[config.mk]
export PLATFORM = sky130hd
export DESIGN_NAME = brprep_queue
export DESIGN_NICKNAME = d
export VERILOG_FILES = /design/src/rtl/brprep_pkg.sv /design/src/rtl/brprep_table.sv /design/src/rtl/brprep_pf_arb.sv /design/src/rtl/brprep_redirect.sv /design/src/rtl/brprep_queue.sv
export SDC_FILE = /design/constraint.sdc
export NUM_CORES = 1
export LEC_CHECK = 0
export BUFFER_PORTS_ARGS = -buffer_cell sky130_fd_sc_hd__clkbuf_2
export CORE_ASPECT_RATIO = 0.75
export CORE_MARGIN = 1
export CORE_UTILIZATION = 40
export DETAILED_ROUTE_END_ITERATION = 10
export SKIP_CTS_REPAIR_TIMING = 1
export SLEW_MARGIN = 10
export SYNTH_ARGS = -nofsm -noshare
export SYNTH_HDL_FRONTEND = slang
export SYNTH_SLANG_ARGS = --single-unit
[constraint.sdc]
create_clock -name clk -period 4.1 [get_ports clk]
set_clock_uncertainty 0.15 [all_clocks]
set_input_delay 0.41 -clock clk [delete_from_list [all_inputs] [get_ports clk]]
set_output_delay 0.41 -clock clk [all_outputs]
set_load 0.02 [all_outputs]
[src/rtl/brprep_pkg.sv]
package brprep_pkg;

  typedef enum logic [1:0] {
    RK_NONE = 2'd0,
    RK_FAST = 2'd1,
    RK_SLOW = 2'd2
  } redir_kind_e;

  function automatic int unsigned penalty_of(input redir_kind_e kind,
                                             input int unsigned fast_pen,
                                             input int unsigned slow_pen);
    case (kind)
      RK_FAST: return fast_pen;
      RK_SLOW: return slow_pen;
      default: return 0;
    endcase
  endfunction

endpackage

[src/rtl/brprep_table.sv]
module brprep_table #(
  parameter int unsigned IDW      = 2,
  parameter int unsigned ADDR_W   = 32,
  parameter int unsigned OFS_W    = 16,
  parameter int unsigned MAX_PEND = 3,
  localparam int unsigned ENTRIES = 1 << IDW,
  localparam int unsigned CNT_W   = $clog2(ENTRIES + 1)
) (
  input  logic                           clk,
  input  logic                           rst_n,
  input  logic                           flush,
  input  logic                           wr_en,
  input  logic [IDW-1:0]                 wr_id,
  input  logic [ADDR_W-1:0]              wr_base,
  input  logic [OFS_W-1:0]               wr_ofs,
  input  logic                           free_en,
  input  logic [IDW-1:0]                 free_id,
  input  logic                           clr_en,
  input  logic [IDW-1:0]                 clr_id,
  output logic [ENTRIES-1:0]             ent_valid,
  output logic [ENTRIES-1:0]             ent_pend,
  output logic [ENTRIES-1:0][ADDR_W-1:0] ent_tgt,
  output logic [CNT_W-1:0]               occ_cnt
);

  // Target arithmetic: base plus sign-extended offset, wrapping.
  function automatic logic [ADDR_W-1:0] calc_target(input logic [ADDR_W-1:0] b,
                                                    input logic [OFS_W-1:0]  o);
    logic [ADDR_W-1:0] sx;
    sx = {{(ADDR_W-OFS_W){o[OFS_W-1]}}, o};
    return b + sx;
  endfunction

  function automatic logic [CNT_W-1:0] count_ones(input logic [ENTRIES-1:0] v);
    logic [CNT_W-1:0] n;
    n = '0;
    for (int i = 0; i < ENTRIES; i++) n = n + CNT_W'(v[i]);
    return n;
  endfunction

  logic [ADDR_W-1:0] new_tgt;
  assign new_tgt = calc_target(wr_base, wr_ofs);
  assign occ_cnt = count_ones(ent_valid);

  for (genvar g = 0; g < ENTRIES; g++) begin : g_ent
    localparam logic [IDW-1:0] MY_ID = IDW'(g);
    logic hit_wr, hit_free, hit_clr;
    assign hit_wr   = wr_en   && (wr_id   == MY_ID);
    assign hit_free = free_en && (free_id == MY_ID);
    assign hit_clr  = clr_en  && (clr_id  == MY_ID);

    // Priority: flush > write > free > prefetch-done.
    always_ff @(posedge clk or negedge rst_n) begin
      if (!rst_n) begin
        ent_valid[g] <= 1'b0;
        ent_pend[g]  <= 1'b0;
        ent_tgt[g]   <= '0;
      end else if (flush) begin
        ent_valid[g] <= 1'b0;
        ent_pend[g]  <= 1'b0;
      end else if (hit_wr) begin
        ent_valid[g] <= 1'b1;
        ent_pend[g]  <= 1'b1;
        ent_tgt[g]   <= new_tgt;
      end else if (hit_free) begin
        ent_valid[g] <= 1'b0;
        ent_pend[g]  <= 1'b0;
      end else if (hit_clr) begin
        ent_pend[g]  <= 1'b0;
      end
    end

    AST_PEND_NEEDS_VALID: assert property (@(posedge clk) disable iff (!rst_n)
      ent_pend[g] |-> ent_valid[g]);
  end

  AST_OCC_LIMIT: assert property (@(posedge clk) disable iff (!rst_n)
    occ_cnt <= CNT_W'(MAX_PEND));

  AST_FLUSH_EMPTIES: assert property (@(posedge clk) disable iff (!rst_n)
    flush |=> (ent_valid == '0) && (ent_pend == '0));

endmodule

[src/rtl/brprep_pf_arb.sv]
module brprep_pf_arb #(
  parameter int unsigned IDW    = 2,
  parameter int unsigned ADDR_W = 32,
  localparam int unsigned ENTRIES = 1 << IDW
) (
  input  logic [ENTRIES-1:0]             ent_pend,
  input  logic [ENTRIES-1:0][ADDR_W-1:0] ent_tgt,
  output logic                           pf_valid,
  output logic [IDW-1:0]                 pf_id,
  output logic [ADDR_W-1:0]              pf_addr
);

  // Lowest-numbered pending entry wins.
  always_comb begin
    pf_valid = 1'b0;
    pf_id    = '0;
    pf_addr  = '0;
    for (int i = ENTRIES - 1; i >= 0; i--) begin
      if (ent_pend[i]) begin
        pf_valid = 1'b1;
        pf_id    = IDW'(i);
        pf_addr  = ent_tgt[i];
      end
    end
  end

endmodule

[src/rtl/brprep_redirect.sv]
module brprep_redirect
  import brprep_pkg::*;
#(
  parameter int unsigned ADDR_W   = 32,
  parameter int unsigned FAST_PEN = 4,
  parameter int unsigned SLOW_PEN = 8,
  localparam int unsigned PEN_W   = $clog2(SLOW_PEN + 1)
) (
  input  logic              clk,
  input  logic              rst_n,
  input  logic              br_fire,
  input  logic              br_taken,
  input  logic              hit_valid,
  input  logic [ADDR_W-1:0] hit_tgt,
  input  logic [ADDR_W-1:0] alt_addr,
  output logic              redir_valid,
  output logic [ADDR_W-1:0] redir_addr,
  output logic [PEN_W-1:0]  redir_penalty
);

  redir_kind_e kind;

  always_comb begin
    if (!br_fire || !br_taken) kind = RK_NONE;
    else if (hit_valid)        kind = RK_FAST;
    else                       kind = RK_SLOW;
  end

  always_ff @(posedge clk or negedge rst_n) begin
    if (!rst_n) begin
      redir_valid   <= 1'b0;
      redir_addr    <= '0;
      redir_penalty <= '0;
    end else begin
      redir_valid   <= (kind != RK_NONE);
      redir_addr    <= (kind == RK_FAST) ? hit_tgt : alt_addr;
      redir_penalty <= PEN_W'(penalty_of(kind, FAST_PEN, SLOW_PEN));
    end
  end

  AST_PEN_LEGAL: assert property (@(posedge clk) disable iff (!rst_n)
    redir_valid |-> (redir_penalty == PEN_W'(FAST_PEN)) ||
                    (redir_penalty == PEN_W'(SLOW_PEN)));

  AST_NOT_TAKEN_QUIET: assert property (@(posedge clk) disable iff (!rst_n)
    (br_fire && !br_taken) |=> !redir_valid);

endmodule

[src/rtl/brprep_queue.sv]
module brprep_queue #(
  parameter int unsigned IDW      = 2,
  parameter int unsigned ADDR_W   = 32,
  parameter int unsigned OFS_W    = 16,
  parameter int unsigned MAX_PEND = 3,
  parameter int unsigned FAST_PEN = 4,
  parameter int unsigned SLOW_PEN = 8,
  localparam int unsigned ENTRIES = 1 << IDW,
  localparam int unsigned CNT_W   = $clog2(ENTRIES + 1),
  localparam int unsigned PEN_W   = $clog2(SLOW_PEN + 1)
) (
  input  logic              clk,
  input  logic              rst_n,
  input  logic              flush,
  input  logic              prep_valid,
  input  logic [IDW-1:0]    prep_id,
  input  logic [ADDR_W-1:0] prep_base,
  input  logic [OFS_W-1:0]  prep_ofs,
  output logic              prep_full,
  output logic              prep_reject,
  output logic              pf_valid,
  input  logic              pf_ready,
  output logic [IDW-1:0]    pf_id,
  output logic [ADDR_W-1:0] pf_addr,
  input  logic              br_valid,
  input  logic [IDW-1:0]    br_id,
  input  logic              br_taken,
  input  logic [ADDR_W-1:0] br_alt_addr,
  output logic              redir_valid,
  output logic [ADDR_W-1:0] redir_addr,
  output logic [PEN_W-1:0]  redir_penalty
);

  logic [ENTRIES-1:0]             ent_valid;
  logic [ENTRIES-1:0]             ent_pend;
  logic [ENTRIES-1:0][ADDR_W-1:0] ent_tgt;
  logic [CNT_W-1:0]               occ_cnt;

  // Named internal events.
  logic prep_fire, prep_live_id, prep_accept, prep_refuse;
  logic br_fire, pf_fire;

  assign prep_full    = (occ_cnt >= CNT_W'(MAX_PEND));
  assign prep_fire    = prep_valid && !flush;
  assign prep_live_id = ent_valid[prep_id];
  assign prep_accept  = prep_fire && (prep_live_id || !prep_full);
  assign prep_refuse  = prep_fire && !prep_live_id && prep_full;
  assign br_fire      = br_valid && !flush;
  assign pf_fire      = pf_valid && pf_ready;

  always_ff @(posedge clk or negedge rst_n) begin
    if (!rst_n) prep_reject <= 1'b0;
    else        prep_reject <= prep_refuse;
  end

  brprep_table #(
    .IDW(IDW), .ADDR_W(ADDR_W), .OFS_W(OFS_W), .MAX_PEND(MAX_PEND)
  ) u_table (
    .clk(clk), .rst_n(rst_n), .flush(flush),
    .wr_en(prep_accept), .wr_id(prep_id), .wr_base(prep_base), .wr_ofs(prep_ofs),
    .free_en(br_fire), .free_id(br_id),
    .clr_en(pf_fire), .clr_id(pf_id),
    .ent_valid(ent_valid), .ent_pend(ent_pend), .ent_tgt(ent_tgt),
    .occ_cnt(occ_cnt)
  );

  brprep_pf_arb #(.IDW(IDW), .ADDR_W(ADDR_W)) u_arb (
    .ent_pend(ent_pend), .ent_tgt(ent_tgt),
    .pf_valid(pf_valid), .pf_id(pf_id), .pf_addr(pf_addr)
  );

  brprep_redirect #(
    .ADDR_W(ADDR_W), .FAST_PEN(FAST_PEN), .SLOW_PEN(SLOW_PEN)
  ) u_redir (
    .clk(clk), .rst_n(rst_n),
    .br_fire(br_fire), .br_taken(br_taken),
    .hit_valid(ent_valid[br_id]), .hit_tgt(ent_tgt[br_id]),
    .alt_addr(br_alt_addr),
    .redir_valid(redir_valid), .redir_addr(redir_addr),
    .redir_penalty(redir_penalty)
  );

  AST_REJECT_WHEN_FULL: assert property (@(posedge clk) disable iff (!rst_n)
    prep_reject |-> $past(prep_full));

  AST_PF_HOLD: assert property (@(posedge clk) disable iff (!rst_n)
    (pf_valid && !pf_ready && !flush && !br_valid && !prep_valid)
      |=> pf_valid && $stable(pf_addr) && $stable(pf_id));

  AST_FLUSH_QUIET: assert property (@(posedge clk) disable iff (!rst_n)
    flush |=> !pf_valid && !prep_full && !redir_valid && !prep_reject);

endmodule

==> flow_summary.json <==
{
  "synthCells": 1126,
  "portBuffers": 162,
  "synthTopCellsByArea": "dfrtp_1 (42%), nand2_1 (9.3%), mux2_2 (7.8%), mux4_2 (7.4%), a21oi_1 (4.8%)",
  "synth-seq-cells": 172,
  "synth.largest_area_cell": "dfrtp_1",
  "area_growth_pct": 17.2,
  "startpoint_type": "flop",
  "crit_type": "flop to flop",
  "cts-htree-levels": 4,
  "dieHeight_um": 141,
  "timing.hold.ws_ps": 58.1,
  "required_ps": 4260,
  "grt_pass1_wl_mm": 46.8,
  "clk_path_buf_depth": 2,
  "drt-wirelength-per-cell_um": 18.5,
  "drv_cap": 0,
  "max-vdd-ir-drop_mv": 0.305,
  "crit_path_end_kind": "flop",
  "cts_sinks": 172,
  "synth.avg_cell_area_um2": 9.15,
  "drive_gt1_share_pct": 27.1,
  "dp_hpwl_mm": 21.6,
  "first_iter_violations": 706,
  "final_cells": 1611,
  "clkTransAtPathRegs_ps": 70,
  "die-width_um": 187,
  "crit_arrival_ps": 3380,
  "p_per_area_mw_per_mm2": 455,
  "ys_seq_area_share_pct": 41.8,
  "synth_top_area_share_pct": 41.8,
  "grt_pass1_vias": 8276,
  "tns_ps": 0,
  "cts_tree": "built",
  "rsz0062_at_grt": "false",
  "rows": 50,
  "ys_warn_count": 0,
  "setup_viol": 0,
  "drc_errors": 0,
  "initial_core_util_pct": 41.0,
  "fp.coreArea_mm2": 0.0251,
  "hold_class": "primary input to flop",
  "final.period_utilization_pct": 78.4,
  "fin_util_pct": 48.0,
  "antenna_found_initial": 0,
  "clock_latency_ps": 430,
  "grt_start_max_net_pins": 85,
  "dr.pass1.iters": 5,
  "wirelength_mm": 29.7,
  "avgViaCountPerCell": 5.44,
  "root_buffer": "clkbuf_16",
  "final_nets": 1388,
  "p_leak_uw": 0.00569,
  "ios": 165,
  "max_clock_freq_mhz": 311,
  "antenna_left": 0,
  "dpl.cell_count": 1579,
  "via_count": 8769,
  "synth_area_mm2": 0.0103,
  "cp_max_fo": 8,
  "finalWeightedCongestion": 0.857,
  "finalCriticalPeriod_ps": 3210,
  "synth_flop_cell": "dfrtp_1",
  "synth_cell_types": 60,
  "synth_edf_count": 0,
  "diodes": 0,
  "maxSlewHeadroom_pct": 44.8,
  "hold_viol_final": 0,
  "outcome": "completed",
  "ys_async_sr_fraction_pct": 100,
  "grt_overflow": 0,
  "fillCellCount": 2419,
  "worst_slew_pin_slew_ps": 822,
  "reg2reg_slack_ps": 890,
  "dieArea_mm2": 0.0264,
  "numCtsBuffers": 17,
  "grt.total_usage_pct": 23.0,
  "drv_slew": 0
}
Yosys cell counts (2+ instances only):
| library cell | n |
|---|---|
| nand2_1 | 255 |
| dfrtp_1 | 172 |
| a21oi_1 | 98 |
| o21ai_0 | 93 |
| nor2_1 | 92 |
| mux2_2 | 71 |
| clkbuf_1 | 49 |
| ha_1 | 34 |
| mux4_2 | 34 |
| inv_1 | 18 |
| xnor2_1 | 16 |
| a21o_1 | 14 |
| nand3_1 | 14 |
| buf_2 | 13 |
| nor3_1 | 12 |
| a31oi_1 | 11 |
| nand4_1 | 11 |
| buf_1 | 10 |
| o31ai_1 | 10 |
| xor2_1 | 8 |
| and3_1 | 6 |
| o211ai_1 | 6 |
| o21a_1 | 6 |
| nor2b_1 | 5 |
| o21bai_1 | 5 |
| a221oi_1 | 4 |
| a22oi_1 | 4 |
| buf_4 | 4 |
| o21ai_1 | 4 |
| a211oi_1 | 3 |
| a221o_1 | 3 |
| a311o_1 | 3 |
| and2_1 | 3 |
| nand2b_1 | 3 |
| o21ba_2 | 3 |
| or3_1 | 3 |
| a2111oi_0 | 2 |
| fa_1 | 2 |
final timing paths:
kind | start | depth (start not counted) | end
hold reg to reg | u_table.ent_tgt[13]$_DFFE_PN0P_ | 2 | u_table.ent_tgt[13]$_DFFE_PN0P_
setup / recovery | u_table.ent_valid[0]$_DFFE_PN0P_ | 11 | u_table.ent_tgt[68]$_DFFE_PN0P_
hold / removal | br_alt_addr[28] | 2 | u_redir.redir_addr[28]$_DFF_PN0_
min in group asynchronous | rst_n | 2 | u_table.ent_tgt[70]$_DFFE_PN0P_
max in group asynchronous | rst_n | 3 | u_table.ent_valid[2]$_DFFE_PN0P_
setup reg to reg | u_table.ent_valid[0]$_DFFE_PN0P_ | 11 | u_table.ent_tgt[68]$_DFFE_PN0P_
registers in the layout, indices dropped and copies added, names as in the netlist:
name,flops
prep_reject,1
u_redir.redir_addr,32
u_redir.redir_penalty,2
u_redir.redir_valid,1
u_table.ent_pend,4
u_table.ent_tgt,128
u_table.ent_valid,4
per-stage QoR:
| step | power [µW] | cell area, µm² | setup slack [ps] |
|---|---|---|---|
| finish | 5500 | 12100 | 886 |
| global route | 5800 | 12100 | 781 |
| CTS | 5530 | 12100 | 879 |
| detailed placement | 3890 | 11500 | 774 |
| global placement | 3850 | 11500 | 885 |
| floorplan | 3350 | 10300 | 996 |
per-layer routing:
layer	up-vias	track usage, %	wire length (µm)
li1	4231	-	-
met1	4218	33.5	14200
met3	31	4.03	1750
met4	0	6.26	442
met2	289	35.1	13300
met5	-	0	0
layout by cell type, fill, tap and decap left out, types with 4 or more instances in the layout:
| cell | n |
|---|---|
| clkbuf_2 | 161 |
| nor2_1 | 92 |
| clkbuf_8 | 4 |
| a221oi_1 | 4 |
| nand4_1 | 11 |
| o31ai_1 | 10 |
| clkinv_2 | 4 |
| nor2b_1 | 5 |
| o21ai_0 | 92 |
| xor2_1 | 8 |
| ha_1 | 34 |
| mux2_2 | 71 |
| nand2_1 | 255 |
| dfrtp_2 | 4 |
| and3_1 | 6 |
| dfrtp_1 | 168 |
| a21o_1 | 14 |
| a21oi_1 | 96 |
| o21ai_1 | 4 |
| xnor2_1 | 16 |
| o21bai_1 | 4 |
| o211ai_1 | 6 |
| clkbuf_16 | 17 |
| inv_1 | 18 |
| nand3_1 | 14 |
| nor3_1 | 12 |
| o21a_1 | 6 |
| buf_4 | 28 |
| mux4_2 | 34 |
| a22oi_1 | 4 |
| a31oi_1 | 11 |
logic make-up after synthesis:
| family | Yosys count | share of synthesized area [%] |
|---|---|---|
| xor+xnor | 24 | 2.04 |
| mux | 105 | 15.2 |
| buf+inv | 95 | 3.78 |
| compound gates | 282 | 16.4 |
| flops | 172 | 41.8 |
| other cells | 1 | 0.0364 |
| simple gates | 411 | 16.3 |
| fa+ha+maj | 36 | 4.52 |
critical path, cell delays in order (launching register included):
cell	delay [ps]
dfrtp_1	460
ha_1	310
inv_1	50
fa_1	360
inv_1	80
ha_1	220
a21oi_1	130
buf_4	180
inv_1	100
a21oi_2	430
buf_4	280
mux2_2	350
layout make-up:
class	count	area (µm²)	share of cell area (%)
Multi-Input combinational cell	860	5630	46.6
Sequential cell	172	4310	35.7
Timing Repair Buffer	192	1060	8.75
Clock buffer	21	480	3.98
Tap cell	338	423	3.50
Clock inverter	10	114	0.942
Inverter	18	67.6	0.559
where the power goes:
part	switching [µW]	leakage, µW	internal (µW)	total, µW
sequential	329	0.00212	2100	2430
combinational	793	0.00328	646	1440
clock	668	0.000295	959	1630
Power figures use the tool's default switching activity.
